### config.mk
export PLATFORM = sky130hd
export DESIGN_NAME = dual_reset_ctrl
export DESIGN_NICKNAME = d
export VERILOG_FILES = /design/src/rtl/drc_pkg.sv /design/src/rtl/drc_stretch.sv /design/src/rtl/drc_regs.sv /design/src/rtl/dual_reset_ctrl.sv
export SDC_FILE = /design/constraint.sdc
export NUM_CORES = 1
export LEC_CHECK = 0
export ABC_AREA = 1
export BUFFER_PORTS_ARGS = -buffer_cell sky130_fd_sc_hd__buf_2
export CAP_MARGIN = 20
export CORE_ASPECT_RATIO = 1.4
export CORE_UTILIZATION = 47
export CTS_CLUSTER_DIAMETER = 60
export DETAILED_ROUTE_END_ITERATION = 8
export PLACE_DENSITY_LB_ADDON = 0.3
export SLEW_MARGIN = 20
export SYNTH_ARGS = -nofsm -noshare
export SYNTH_HDL_FRONTEND = slang
export SYNTH_SLANG_ARGS = --single-unit
### constraint.sdc
create_clock -name mclk -period 2.6 [get_ports mclk]
set_input_delay 0.39 -clock mclk [delete_from_list [all_inputs] [get_ports mclk]]
set_output_delay 0.39 -clock mclk [all_outputs]
set_load 0.05 [all_outputs]
### src/rtl/drc_pkg.sv
package drc_pkg;

    typedef enum logic [1:0] {
        ST_RUN   = 2'd0,
        ST_HOLD  = 2'd1,
        ST_DRAIN = 2'd2
    } stretch_state_t;

    localparam logic ADDR_CFG  = 1'b0;
    localparam logic ADDR_CTRL = 1'b1;

    localparam int unsigned CTRL_PD_BIT  = 0;
    localparam int unsigned CTRL_RST_BIT = 1;

endpackage

### src/rtl/drc_stretch.sv
module drc_stretch
    import drc_pkg::*;
#(
    parameter int unsigned STRETCH_CYC = 2
) (
    input  logic clk,
    input  logic async_req,
    input  logic sync_req,
    output logic rst_o
);

    localparam int unsigned CW = (STRETCH_CYC > 1) ? $clog2(STRETCH_CYC) : 1;
    localparam logic [CW-1:0] CNT_LAST = CW'(STRETCH_CYC - 1);

    logic [1:0]      sync_q;
    stretch_state_t  state_q;
    logic [CW-1:0]   cnt_q;
    logic            still_req;

    // Two-flop release synchroniser; set immediately by the source.
    always_ff @(negedge clk or posedge async_req) begin
        if (async_req) begin
            sync_q <= 2'b11;
        end else begin
            sync_q <= {sync_q[0], 1'b0};
        end
    end

    assign still_req = sync_q[1] | sync_req;

    // State register: only the pulse sources themselves can reset it.
    always_ff @(negedge clk or posedge async_req) begin
        if (async_req) begin
            state_q <= ST_HOLD;
            cnt_q   <= '0;
        end else begin
            unique case (state_q)
                ST_RUN: begin
                    if (sync_req) begin
                        state_q <= ST_HOLD;
                    end
                end
                ST_HOLD: begin
                    if (!still_req) begin
                        state_q <= ST_DRAIN;
                        cnt_q   <= '0;
                    end
                end
                ST_DRAIN: begin
                    if (still_req) begin
                        state_q <= ST_HOLD;
                    end else if (cnt_q == CNT_LAST) begin
                        state_q <= ST_RUN;
                    end else begin
                        cnt_q <= cnt_q + 1'b1;
                    end
                end
                default: begin
                    state_q <= ST_HOLD;
                end
            endcase
        end
    end

    // Output decode.
    always_comb begin
        rst_o = (state_q != ST_RUN);
    end

endmodule

### src/rtl/drc_regs.sv
module drc_regs
    import drc_pkg::*;
#(
    parameter int unsigned DW          = 8,
    parameter int unsigned CFG_DEFAULT = 18
) (
    input  logic          clk,
    input  logic          reg_rst,
    input  logic          cnt_rst,
    input  logic          wr_en,
    input  logic          wr_addr,
    input  logic [DW-1:0] wr_data,
    output logic [DW-1:0] cfg_q,
    output logic          sw_rst_q,
    output logic          sw_pd_q
);

    localparam logic [DW-1:0] CFG_RST_VAL = DW'(CFG_DEFAULT);

    logic wr_cfg;
    logic wr_ctrl;

    assign wr_cfg  = wr_en && (wr_addr == ADDR_CFG);
    assign wr_ctrl = wr_en && (wr_addr == ADDR_CTRL);

    // Register domain: configuration and the self-clearing reset request.
    always_ff @(posedge clk or posedge reg_rst) begin
        if (reg_rst) begin
            cfg_q    <= CFG_RST_VAL;
            sw_rst_q <= 1'b0;
        end else begin
            if (wr_cfg) begin
                cfg_q <= wr_data;
            end
            if (wr_ctrl) begin
                sw_rst_q <= wr_data[CTRL_RST_BIT];
            end
        end
    end

    // Counter domain: the analog power-down request.
    always_ff @(posedge clk or posedge cnt_rst) begin
        if (cnt_rst) begin
            sw_pd_q <= 1'b0;
        end else if (wr_ctrl) begin
            sw_pd_q <= wr_data[CTRL_PD_BIT];
        end
    end

endmodule

### src/rtl/dual_reset_ctrl.sv
module dual_reset_ctrl
    import drc_pkg::*;
#(
    parameter int unsigned DW          = 8,
    parameter int unsigned STRETCH_CYC = 2,
    parameter int unsigned CFG_DEFAULT = 18
) (
    input  logic          mclk,
    input  logic          por_i,
    input  logic          ext_rst_n,
    input  logic          hw_pd_n,
    input  logic          wr_en,
    input  logic          wr_addr,
    input  logic [DW-1:0] wr_data,
    output logic          cnt_rst_o,
    output logic          reg_rst_o,
    output logic          ana_pd_o,
    output logic          chip_pd_o,
    output logic [DW-1:0] cfg_q_o
);

    logic reg_src;
    logic cnt_src;
    logic sw_rst_q;
    logic sw_pd_q;

    assign reg_src = por_i | ~ext_rst_n;
    assign cnt_src = reg_src | ~hw_pd_n;

    drc_stretch #(.STRETCH_CYC(STRETCH_CYC)) u_cnt_dom (
        .clk       (mclk),
        .async_req (cnt_src),
        .sync_req  (sw_rst_q),
        .rst_o     (cnt_rst_o)
    );

    drc_stretch #(.STRETCH_CYC(STRETCH_CYC)) u_reg_dom (
        .clk       (mclk),
        .async_req (reg_src),
        .sync_req  (sw_rst_q),
        .rst_o     (reg_rst_o)
    );

    drc_regs #(.DW(DW), .CFG_DEFAULT(CFG_DEFAULT)) u_regs (
        .clk      (mclk),
        .reg_rst  (reg_rst_o),
        .cnt_rst  (cnt_rst_o),
        .wr_en    (wr_en),
        .wr_addr  (wr_addr),
        .wr_data  (wr_data),
        .cfg_q    (cfg_q_o),
        .sw_rst_q (sw_rst_q),
        .sw_pd_q  (sw_pd_q)
    );

    assign chip_pd_o = ~hw_pd_n;
    assign ana_pd_o  = sw_pd_q | chip_pd_o;

endmodule

==> results of run 1 <==
-- worst register-to-register path, cell delays in order, from the launching register on --
cell     delay (ps)
dfrtp_1         700
nor2_2          120
nand2_2         120
nand3_2          70
nand2_1          60
nand2_1          40
-- where the power goes --
part | internal (µW) | total [µW] | switching (µW)
logic | 432 | 964 | 532
registers | 391 | 434 | 43.2
clock network | 168 | 274 | 106
-- timing repair --
action	in CTS	in global routing
endpoints found under the setup margin	2	6
buffers inserted	3	0
resized for setup	6	0
-- synth_stat cells (all sizes together) --
| library cell | n | area, µm² |
|---|---|---|
| nand2 | 34 | 135 |
| inv | 18 | 67.6 |
| nand3 | 12 | 70.1 |
| nor2 | 11 | 53.8 |
| ha | 10 | 125 |
| dfrtp | 8 | 200 |
| dfstp | 8 | 210 |
| o21ai | 8 | 70.1 |
| dfrtn | 4 | 100 |
| nand4 | 4 | 25.0 |
| or2 | 3 | 18.8 |
| buf | 2 | 16.3 |
| conb | 1 | 3.75 |
| nor3 | 1 | 5.00 |
-- cell type report --
class,instances,area [µm²],area share
clock buffers,3,22.5,0.0152
clock inverters,7,52.6,0.0354
inverters,17,71.3,0.0480
multi-input cells,85,536,0.361
flip-flops and latches,20,510,0.344
well taps,22,27.5,0.0185
repair buffers,41,265,0.179
-- placed cells by master (no fill, tap or decap) --
master | netlist | layout
buf_2 | 1 | 23
dfstp_2 | 8 | 8
nor2_2 | 5 | 5
clkbuf_4 | 0 | 3
clkinvlp_4 | 0 | 2
nor3_1 | 1 | 1
dfrtn_1 | 4 | 4
nand4_1 | 4 | 4
or2_1 | 2 | 2
nor2_1 | 6 | 6
inv_1 | 17 | 18
conb_1 | 1 | 2
nand3_1 | 10 | 10
o21ai_4 | 2 | 2
inv_2 | 1 | 3
ha_4 | 0 | 2
ha_1 | 10 | 8
buf_4 | 0 | 16
nand3_2 | 2 | 2
nand2_1 | 31 | 31
o21ai_2 | 2 | 2
buf_8 | 0 | 2
dfrtp_1 | 8 | 8
or2_2 | 1 | 1
o21ai_1 | 4 | 4
bufinv_16 | 0 | 1
nand2_2 | 3 | 3
-- how the worst max path moves through the flow --
stage | startpoint | to | slack (ps) | cells past startpoint
2_1_floorplan | u_reg_dom.state_q[0] | reg_rst_o | -90 | 3
3_3_place_gp | u_reg_dom.state_q[0] | reg_rst_o | -100 | 4
3_5_place_dp | u_cnt_dom.state_q[0] | cnt_rst_o | -120 | 4
4_1_cts | u_cnt_dom.state_q[0] | cnt_rst_o | -390 | 4
5_1_grt | u_cnt_dom.state_q[0] | cnt_rst_o | -460 | 4
6_report | u_cnt_dom.state_q[0] | cnt_rst_o | -380 | 4
-- routing by layer --
metal	track usage	part of all wire	vias up
met3	0.0152	0.022	4
met4	0.0982	0.015	0
met2	0.400	0.58	20
met5	0	0	-
li1	-	-	486
met1	0.192	0.38	440
-- kinds of logic (layout without fill, tap and decap cells) --
kind of cell,after synthesis,count (layout),synth area share
adder cells (fa/ha/maj),10,10,0.114
AO/OA/AOI/OAI,8,8,0.0636
buffers and inverters,20,68,0.0761
AND/OR/NAND/NOR,65,65,0.280
other,1,2,0.00341
flip-flops,20,20,0.464
-- state kept, by name, indices dropped and copies added, names as in the netlist --
signal	flops
u_cnt_dom.cnt_q	1
u_cnt_dom.state_q	2
u_regs.sw_pd_q	1
u_reg_dom.state_q	2
u_regs.cfg_q	8
u_reg_dom.sync_q	2
u_regs.sw_rst_q	1
u_cnt_dom.sync_q	2
u_reg_dom.cnt_q	1
-- through the flow --
step	total power [µW]	setup slack (ps)
floorplan	1060	-92.6
global placement	1310	-102
detailed placement	1350	-125
CTS	1690	-392
global route	1820	-459
finish	1670	-381
==> summary.md, run 1 <==
| Metric | Value |
|---|---|
| Total track usage | 0.198 |
| Pleak | 0.000817 µW |
| Yosys warns | 0 |
| Largest net degree at the start of global routing | 13 |
| Cell chain of the critical path | inv_2, ha_4, clkinvlp_4, buf_8 |
| Register area share after synthesis | 0.464 |
| Die height | 59.3 µm |
| Ports | 26 |
| Worst Slack Setup Final | -381 ps |
| Mapped Area | between 0.001 and 0.0015 mm² |
| Final Hold Viols | 0 |
| Layout Skew | between 50 and 60 ps |
| Total grt overflow | 0 |
| # setup viols final | 2 |
| Bufs on Longest Clock Path | 2 |
| CP max FO | 2 |
| Final core occ | 0.674 |
| CP Class | reg -> out |
| Maximum vdd ir drop | ~0.75 mV |
| Global-route wire length before repair | roughly 3.8 mm |
| # nets final | ~200 |
| HP Class | in -> reg |
| Post-placement cell area | ~0.0014 mm² |
| Rel. slew slack | 0.643 |
| Initial DRC Count | 9 |
| Layout cells sized above 1 | 0.434 |
| Fin. max-slew vios | 0 |
| Power density cells | about 1100 mW/mm² |
| Least-Margin Pin Slew | approximately 540 ps |
| Later-pin clock latency in the skew report | 340 ps |
| Clk slew on worst S/H paths | about 100 ps |
| Root buf cell | clkbuf_4 |
| DIE WIDTH | between 40 and 50 µm |
| DR DRC count | 0 |
| Dpl hpwl | between 1.5 and 2 mm |
| Worst reg-to-reg setup slack | 30 ps |
| Final Cell Area | between 0.001 and 0.0015 mm² |
| Hold EP | u_regs.cfg_q[4] |
| Hold buffer count at cts | 0 |
| Count of max-cap constraint violations | 0 |
| CP top delay family | flip-flops |
| Reg-to-reg startpoint | u_regs.sw_rst_q |
| Antenna diodes | 0 |
| Initial antenna violation count | 0 |
| Pre-antenna DRT Iters | 2 |
| RR Endpoint | u_reg_dom.state_q[1] |
| Core Region | about 0.0022 mm² |
| Starting density of the core | 0.500 |
| Vias in the first global route | 981 |
| Die ar. | between 0.002 and 0.003 mm² |
| CP endpoint kind | output pin |
| Count of buffers from port buffering | 25 |
| Yosys cell types | 22 |
| Via count | 950 |
| CTS buffer count | 3 |
| Run status | finished, violations left |
| WP data required | 2210 ps |
| Slowest stage delay, CP | between 500 and 600 ps |
| Hold Worst Slack | about 310 ps |
| Cells on worst reg2reg path | 5 |
| RSZ-0062 raised after global routing | true |
| Non-Filler Instances | around 200 |
| WHS Path Cells | 3 |
| CTS tree | built |
| Failing checks | negative setup slack |
| Clk sinks | 20 |
| Htree depth | 1 |
| Post-DR wirelength/cell | around 11 µm |
| Worst Path Arrival | between 2000 and 3000 ps |
| FF+latch count, synth | 20 |
| Number of fillers in the final layout | around 170 |
| Area Overhead vs Synth | 34.9% |
| Mapped Avg Cell Area | 8.88 µm² |
| Drt total wl | ~2.1 mm |
| # rows | 20 |
| Startpoint types | flop |
| Setup TNS Final | -746 ps |
| Final GP Congestion | around 0.75 |
| Placed insts | 183 |
| Syn Inst Count | between 100 and 150 |
| WP buf/inv | 3 |
| Antenna viol nets, final | 0 |
| Critical Path Slowest Stage Cell | dfstp_2 |
| Hold Path Origin | wr_data[4] |
| Vias per cell | 4.87 |
(Power assumes the default switching activity.)
==> run 2: changes to the inputs <==
--- a/config.mk
+++ b/config.mk
@@ -9,10 +9,11 @@
 export BUFFER_PORTS_ARGS = -buffer_cell sky130_fd_sc_hd__buf_2
 export CAP_MARGIN = 20
 export CORE_ASPECT_RATIO = 1.4
-export CORE_UTILIZATION = 47
+export CORE_UTILIZATION = 55
 export CTS_CLUSTER_DIAMETER = 60
 export DETAILED_ROUTE_END_ITERATION = 8
 export PLACE_DENSITY_LB_ADDON = 0.3
+export SKIP_LAST_GASP = 1
 export SLEW_MARGIN = 20
 export SYNTH_ARGS = -nofsm -noshare
 export SYNTH_HDL_FRONTEND = slang
==> summary.md, run 2 (synthesis gave the netlist of run 1 again) <==
| Metric | Value |
|---|---|
| Setup WS pre-CTS | -116 ps |
| Run status | finished, violations left |
| Pre-antenna DRT Iters | 6 |
| DIE WIDTH | 39.8 µm |
| CP endpoint kind | output pin |
| Most common cell after layout, fill and taps aside | nand2_1 |
| Failing checks | negative setup slack |
| Area Overhead vs Synth | 33.0% |
| Hold Path Origin | wr_data[4] |
| Max reg flops | 8 |
| FF+latch area | 510 µm² |
| Later-pin clock latency in the skew report | approximately 350 ps |
| Dpl hpwl | approximately 1.9 mm |
| Drt total wl | between 2 and 2.5 mm |
| Die ar. | between 0.002 and 0.0025 mm² |
| Largest net degree at the start of global routing | 12 |
| Root buf cell | clkbuf_4 |
| Total grt overflow | 0 |
| Layout Skew | around 64 ps |
| Least-Margin Pin Slew | around 540 ps |
| WP data required | approximately 2200 ps |
| Multi-input gate area | between 500 and 600 µm² |
| Vias per cell | 5.03 |
| Ports | 26 |
| Post-DR wirelength/cell | 11.6 µm |
| Htree depth | 1 |
| HP Class | in -> reg |
| Count of buffers from port buffering | 25 |
| Global-route wire length before repair | between 3 and 4 mm |
| CTS tree | built |
| Fin. max-slew vios | 0 |
| CP Class | reg -> out |
| Final GP Congestion | roughly 0.74 |
| # setup viols final | 2 |
| Hold buffer count at cts | 0 |
| WHS Path Cells | 3 |
| Count of max-cap constraint violations | 0 |
| CTS buffer count | 3 |
| Maximum vdd ir drop | approximately 0.7 mV |
| Clk sinks | 20 |
| Number of fillers in the final layout | 120 |
| Via count | 976 |
| Worst Path Arrival | ~2600 ps |
| Hold Worst Slack | around 300 ps |
| Worst reg-to-reg setup slack | 40 ps |
| Total track usage | 0.255 |
| CP top delay family | flip-flops |
| Cell chain of the critical path | inv_2, ha_4, clkinvlp_4, buf_8 |
| Core Region | about 0.0018 mm² |
| Antenna viol nets, final | 0 |
| Hold EP | u_regs.cfg_q[4] |
| Vias in the first global route | 899 |
| Largest Register | u_regs.cfg_q |
| Final Hold Viols | 0 |
| Power density cells | about 1100 mW/mm² |
| Antenna diodes | 0 |
| Worst Slack Setup Final | -396 ps |
| Slowest stage delay, CP | 530 ps |
| RR Endpoint | u_reg_dom.state_q[1] |
| # rows | 18 |
| Bufs on Longest Clock Path | 2 |
| Die height | approximately 55 µm |
| Layout cells sized above 1 | 0.431 |
| Initial antenna violation count | 0 |
| Startpoint types | flop |
| Clk slew on worst S/H paths | 100 ps |
| Pleak | slightly above 0.0008 µW |
| # nets final | between 150 and 200 |
| DR DRC count | 0 |
| Critical Path Slowest Stage Cell | dfstp_2 |
| Starting density of the core | 0.604 |
| RSZ-0062 raised after global routing | true |
| CP startpoint | u_cnt_dom.state_q[0] |
| Rel. slew slack | 0.638 |
| WP buf/inv | 3 |
| Commonest non-fill, non-tap cells in the layout | 31 x nand2_1, 23 x buf_2, 18 x inv_1 |
| CP max FO | 2 |
| Cells on worst reg2reg path | 5 |
| Initial DRC Count | 10 |
| Reg-to-reg startpoint | u_regs.sw_rst_q |
run 2: cell count changes in the layout (fill, tap and decap cells not counted), sizes merged:
cell / before / now
clkbuf: 3 / 4
buf: 41 / 42
bufinv: 1 / 0
run 2: what timing repair did:
| action | CTS | global route |
|---|---|---|
| resized for setup | 6 | 0 |
| setup buffers | 3 | 1 |
| setup endpoints to repair | 2 | 4 |
run 2: worst max path at each step:
stage | end | slack [ps] | depth (start not counted)
after floorplan | reg_rst_o | -90 | 3
after global placement | reg_rst_o | -100 | 4
after detailed placement | cnt_rst_o | -120 | 4
after CTS | cnt_rst_o | -390 | 4
after global routing | cnt_rst_o | -450 | 4
final | cnt_rst_o | -400 | 4
run 2: layer usage:
| metal | vias up | wire length [µm] | GRT usage |
|---|---|---|---|
| li1 | 486 | - | - |
| met3 | 2 | 59 | 0.0120 |
| met5 | - | 0 | 0 |
| met1 | 464 | 853 | 0.283 |
| met2 | 24 | 1320 | 0.478 |
| met4 | 0 | 25 | 0.121 |
run 2: metrics by stage:
stage	power, µW	cells	utilization	area (µm²)	setup TNS, ps
2_1_floorplan	1060	125	-	1140	-132
3_3_place_gp	1300	181	0.750	1370	-202
3_5_place_dp	1350	181	0.750	1370	-230
4_1_cts	1600	193	0.798	1460	-776
5_1_grt	1730	194	0.802	1460	-961
6_report	1610	194	0.802	1460	-772
run 2: worst reg2reg max path, cell delays in order, from the launching register on:
cell and delay, ps:
dfrtp_1 700, nor2_2 110, inv_1 110, nand3_2 90
nand2_1 70, nand2_1 50
run 2: report_power, final:
part,switching [µW],internal [µW],leakage [µW],total (µW)
Combinational,543,444,0.000525,987
Clock,112,71.6,0.0000469,184
Sequential,44.5,391,0.000237,435
Total,700,906,0.000808,1610
run 2: layout make-up:
type | instances | area share
repair buffers | 42 | 0.186
multi-input cells | 85 | 0.366
clock buffers | 4 | 0.0179
well taps | 20 | 0.0171
inverters | 17 | 0.0487
clock inverters | 6 | 0.0154
flip-flops and latches | 20 | 0.349
==> run 3: changes to the inputs <==
--- a/config.mk
+++ b/config.mk
@@ -5,16 +5,15 @@
 export SDC_FILE = /design/constraint.sdc
 export NUM_CORES = 1
 export LEC_CHECK = 0
-export ABC_AREA = 1
+export ABC_AREA = 0
 export BUFFER_PORTS_ARGS = -buffer_cell sky130_fd_sc_hd__buf_2
 export CAP_MARGIN = 20
 export CORE_ASPECT_RATIO = 1.4
-export CORE_UTILIZATION = 55
+export CORE_UTILIZATION = 54
 export CTS_CLUSTER_DIAMETER = 60
 export DETAILED_ROUTE_END_ITERATION = 8
 export PLACE_DENSITY_LB_ADDON = 0.3
 export SKIP_LAST_GASP = 1
-export SLEW_MARGIN = 20
 export SYNTH_ARGS = -nofsm -noshare
 export SYNTH_HDL_FRONTEND = slang
 export SYNTH_SLANG_ARGS = --single-unit
==> summary.md, run 3 <==
| Metric | Value |
|---|---|
| Failing checks | negative setup slack |
| Non-Filler Instances | between 150 and 200 |
| Hold buffer count at cts | 0 |
| Compound-cell area share of the yosys netlist | 0.0590 |
| Clk slew on worst S/H paths | 110 ps |
| CP endpoint kind | output pin |
| Die height | roughly 53 µm |
| Run status | finished, violations left |
| Fin. max-slew vios | 0 |
| Hold Worst Slack | around 300 ps |
| Mapped Avg Cell Area | about 13 µm² |
| Vias per cell | approximately 4.9 |
| Worst Path Arrival | approximately 2600 ps |
| Vias in the first global route | just under 800 |
| Final GP Congestion | between 0.7 and 0.8 |
| Pre-antenna DRT Iters | 1 |
| Ys async rst share | 1.00 |
| Ports | 26 |
| Initial antenna violation count | 0 |
| Most common cell after layout, fill and taps aside | buf_2 |
| Register area share after synthesis | 0.513 |
| RSZ-0062 raised after global routing | true |
| Largest net degree at the start of global routing | 12 |
| # nets final | approximately 160 |
| Placed insts | ~140 |
| Commonest non-fill, non-tap cells in the layout | 23 x buf_2, 19 x buf_4, 11 x inv_1 |
| Number of flops mapped to enable cells by yosys | 0 |
| Layout Skew | around 76 ps |
| Post-synth top flop | dfstp_2 |
| Final Hold Viols | 0 |
| Worst Slack Setup Final | -399 ps |
| Total grt overflow | 0 |
| Mux cell area share after synthesis | 0.197 |
| CTS tree | built |
| Bufs on Longest Clock Path | 2 |
| Power density cells | 1080 mW/mm² |
| Startpoint types | flop |
| Setup WS pre-CTS | -143 ps |
| Area contributors post-synth | dfstp_2 21%, dfrtp_1 20%, ha_1 13%, mux2_2 11%, dfrtn_1 10% |
| Overall Power | between 1500 and 2000 µW |
| Total track usage | 0.226 |
| Mapped Area | 996 µm² |
| Post-DR wirelength/cell | around 13 µm |
| Post-synthesis xor/xnor area fraction | 0 |
| Least-Margin Pin Slew | 671 ps |
| # rows | 18 |
| Htree depth | 1 |
| Top-area cell type share of the netlist area | 0.211 |
| Clk sinks | 20 |
| Via count | approximately 740 |
| Largest family of logic cells by synthesized area | multiplexers |
| Die ar. | 0.00202 mm² |
| Count of buffers from port buffering | 25 |
| Antenna viol nets, final | 0 |
| Area Overhead vs Synth | 40.2% |
| Drt total wl | between 2 and 2.5 mm |
| Count of max-cap constraint violations | 0 |
| Dpl hpwl | 1.59 mm |
| Max reg flops | 8 |
| Syn Inst Count | slightly below 80 |
| Yosys warns | 0 |
| DIE WIDTH | 38.3 µm |
| Global-route wire length before repair | 3.05 mm |
| Later-pin clock latency in the skew report | roughly 370 ps |
| HP Class | in -> reg |
| Adder-cell share of the synthesized area | 0.126 |
| Yosys cell types | 24 |
| Simple logic cell fraction of the synthesized area | 0.0590 |
| Root buf cell | clkbuf_4 |
| Synth area leader | dfstp_2 |
| Commonest cells in the netlist | 10 x ha_1, 10 x mux2_2, 9 x inv_1 |
| Antenna diodes | 0 |
| # setup viols final | 4 |
| Initial DRC Count | 0 |
| WP data required | between 2000 and 2500 ps |
| CP Class | reg -> out |
| Largest Register | u_regs.cfg_q |
| CP max FO | 2 |
| Setup TNS Final | -841 ps |
| DR DRC count | 0 |
| Core Region | approximately 0.0018 mm² |
| FF+latch count, synth | 20 |
| CTS buffer count | 3 |
| Layout cells sized above 1 | 0.598 |
| Rel. slew slack | 0.552 |
| Pleak | about 0.00072 µW |
| Maximum vdd ir drop | ~0.78 mV |
| Starting density of the core | 0.567 |
run 3: cell types whose count changed in the layout (fill, tap and decap cells not counted), moves of 7 or more:
cell,delta
nand2_1,-29
mux2_2,+10
nand3_1,-10
inv_1,-7
run 3: cell type report:
class | count | area [µm²]
clock buffer | 4 | 26.3
clock inverter | 6 | 22.5
fill | 111 | 360
inverter | 9 | 42.5
multi-input combinational | 49 | 480
sequential | 20 | 512
tap | 20 | 25.0
timing repair buffer | 44 | 288
run 3: report_power, final:
group	internal (µW)	switching [µW]
Combinational	432	448
Clock	71.8	116
Sequential	396	41.6
run 3: per-stage QoR:
stage          utilization  instance area [µm²]
3_5_place_dp         0.731                 1280
5_1_grt              0.795                 1400
2_1_floorplan            -                 1030
3_3_place_gp         0.731                 1280
4_1_cts              0.772                 1360
6_report             0.795                 1400
run 3: logic make-up after synthesis:
family	after synthesis
AO/OA/AOI/OAI	9
AND/OR/NAND/NOR	11
other	1
multiplexers	17
adder cells (fa/ha/maj)	10
flip-flops	20
buffers and inverters	11
run 3: worst paths after layout:
check / start / end / slack [ps] / cells after the start
max in group asynchronous: u_reg_dom.state_q[1] / u_regs.cfg_q[1] / 620 / 3
setup / recovery: u_reg_dom.state_q[0] / reg_rst_o / -400 / 4
hold / removal: wr_data[2] / u_regs.cfg_q[2] / 300 / 2
hold reg to reg: u_cnt_dom.sync_q[0] / u_cnt_dom.sync_q[1] / 350 / 0
min in group asynchronous: hw_pd_n / u_cnt_dom.state_q[1] / 1240 / 2
setup reg to reg: u_regs.sw_rst_q / u_cnt_dom.state_q[1] / -50 / 4
run 3: routing by layer:
metal | wire length [µm] | share of wire | global-route usage | vias up
met3 | 88 | 0.043 | 0.0298 | 4
met2 | 1240 | 0.61 | 0.477 | 26
met4 | 26 | 0.013 | 0.0893 | 0
met5 | 0 | 0 | 0 | -
met1 | 668 | 0.33 | 0.189 | 351
li1 | - | - | - | 357
run 3: worst max-delay path, stage by stage, from the launching register on:
cell and delay, ps:
dfstp_2 540, inv_2 60, ha_4 160, clkinvlp_4 70, buf_8 130
run 3: repair_timing:
action / CTS / global route
pin swaps: 1 / 2
setup endpoints to repair: 4 / 5
resized for setup: 7 / 4
setup buffers: 1 / 4
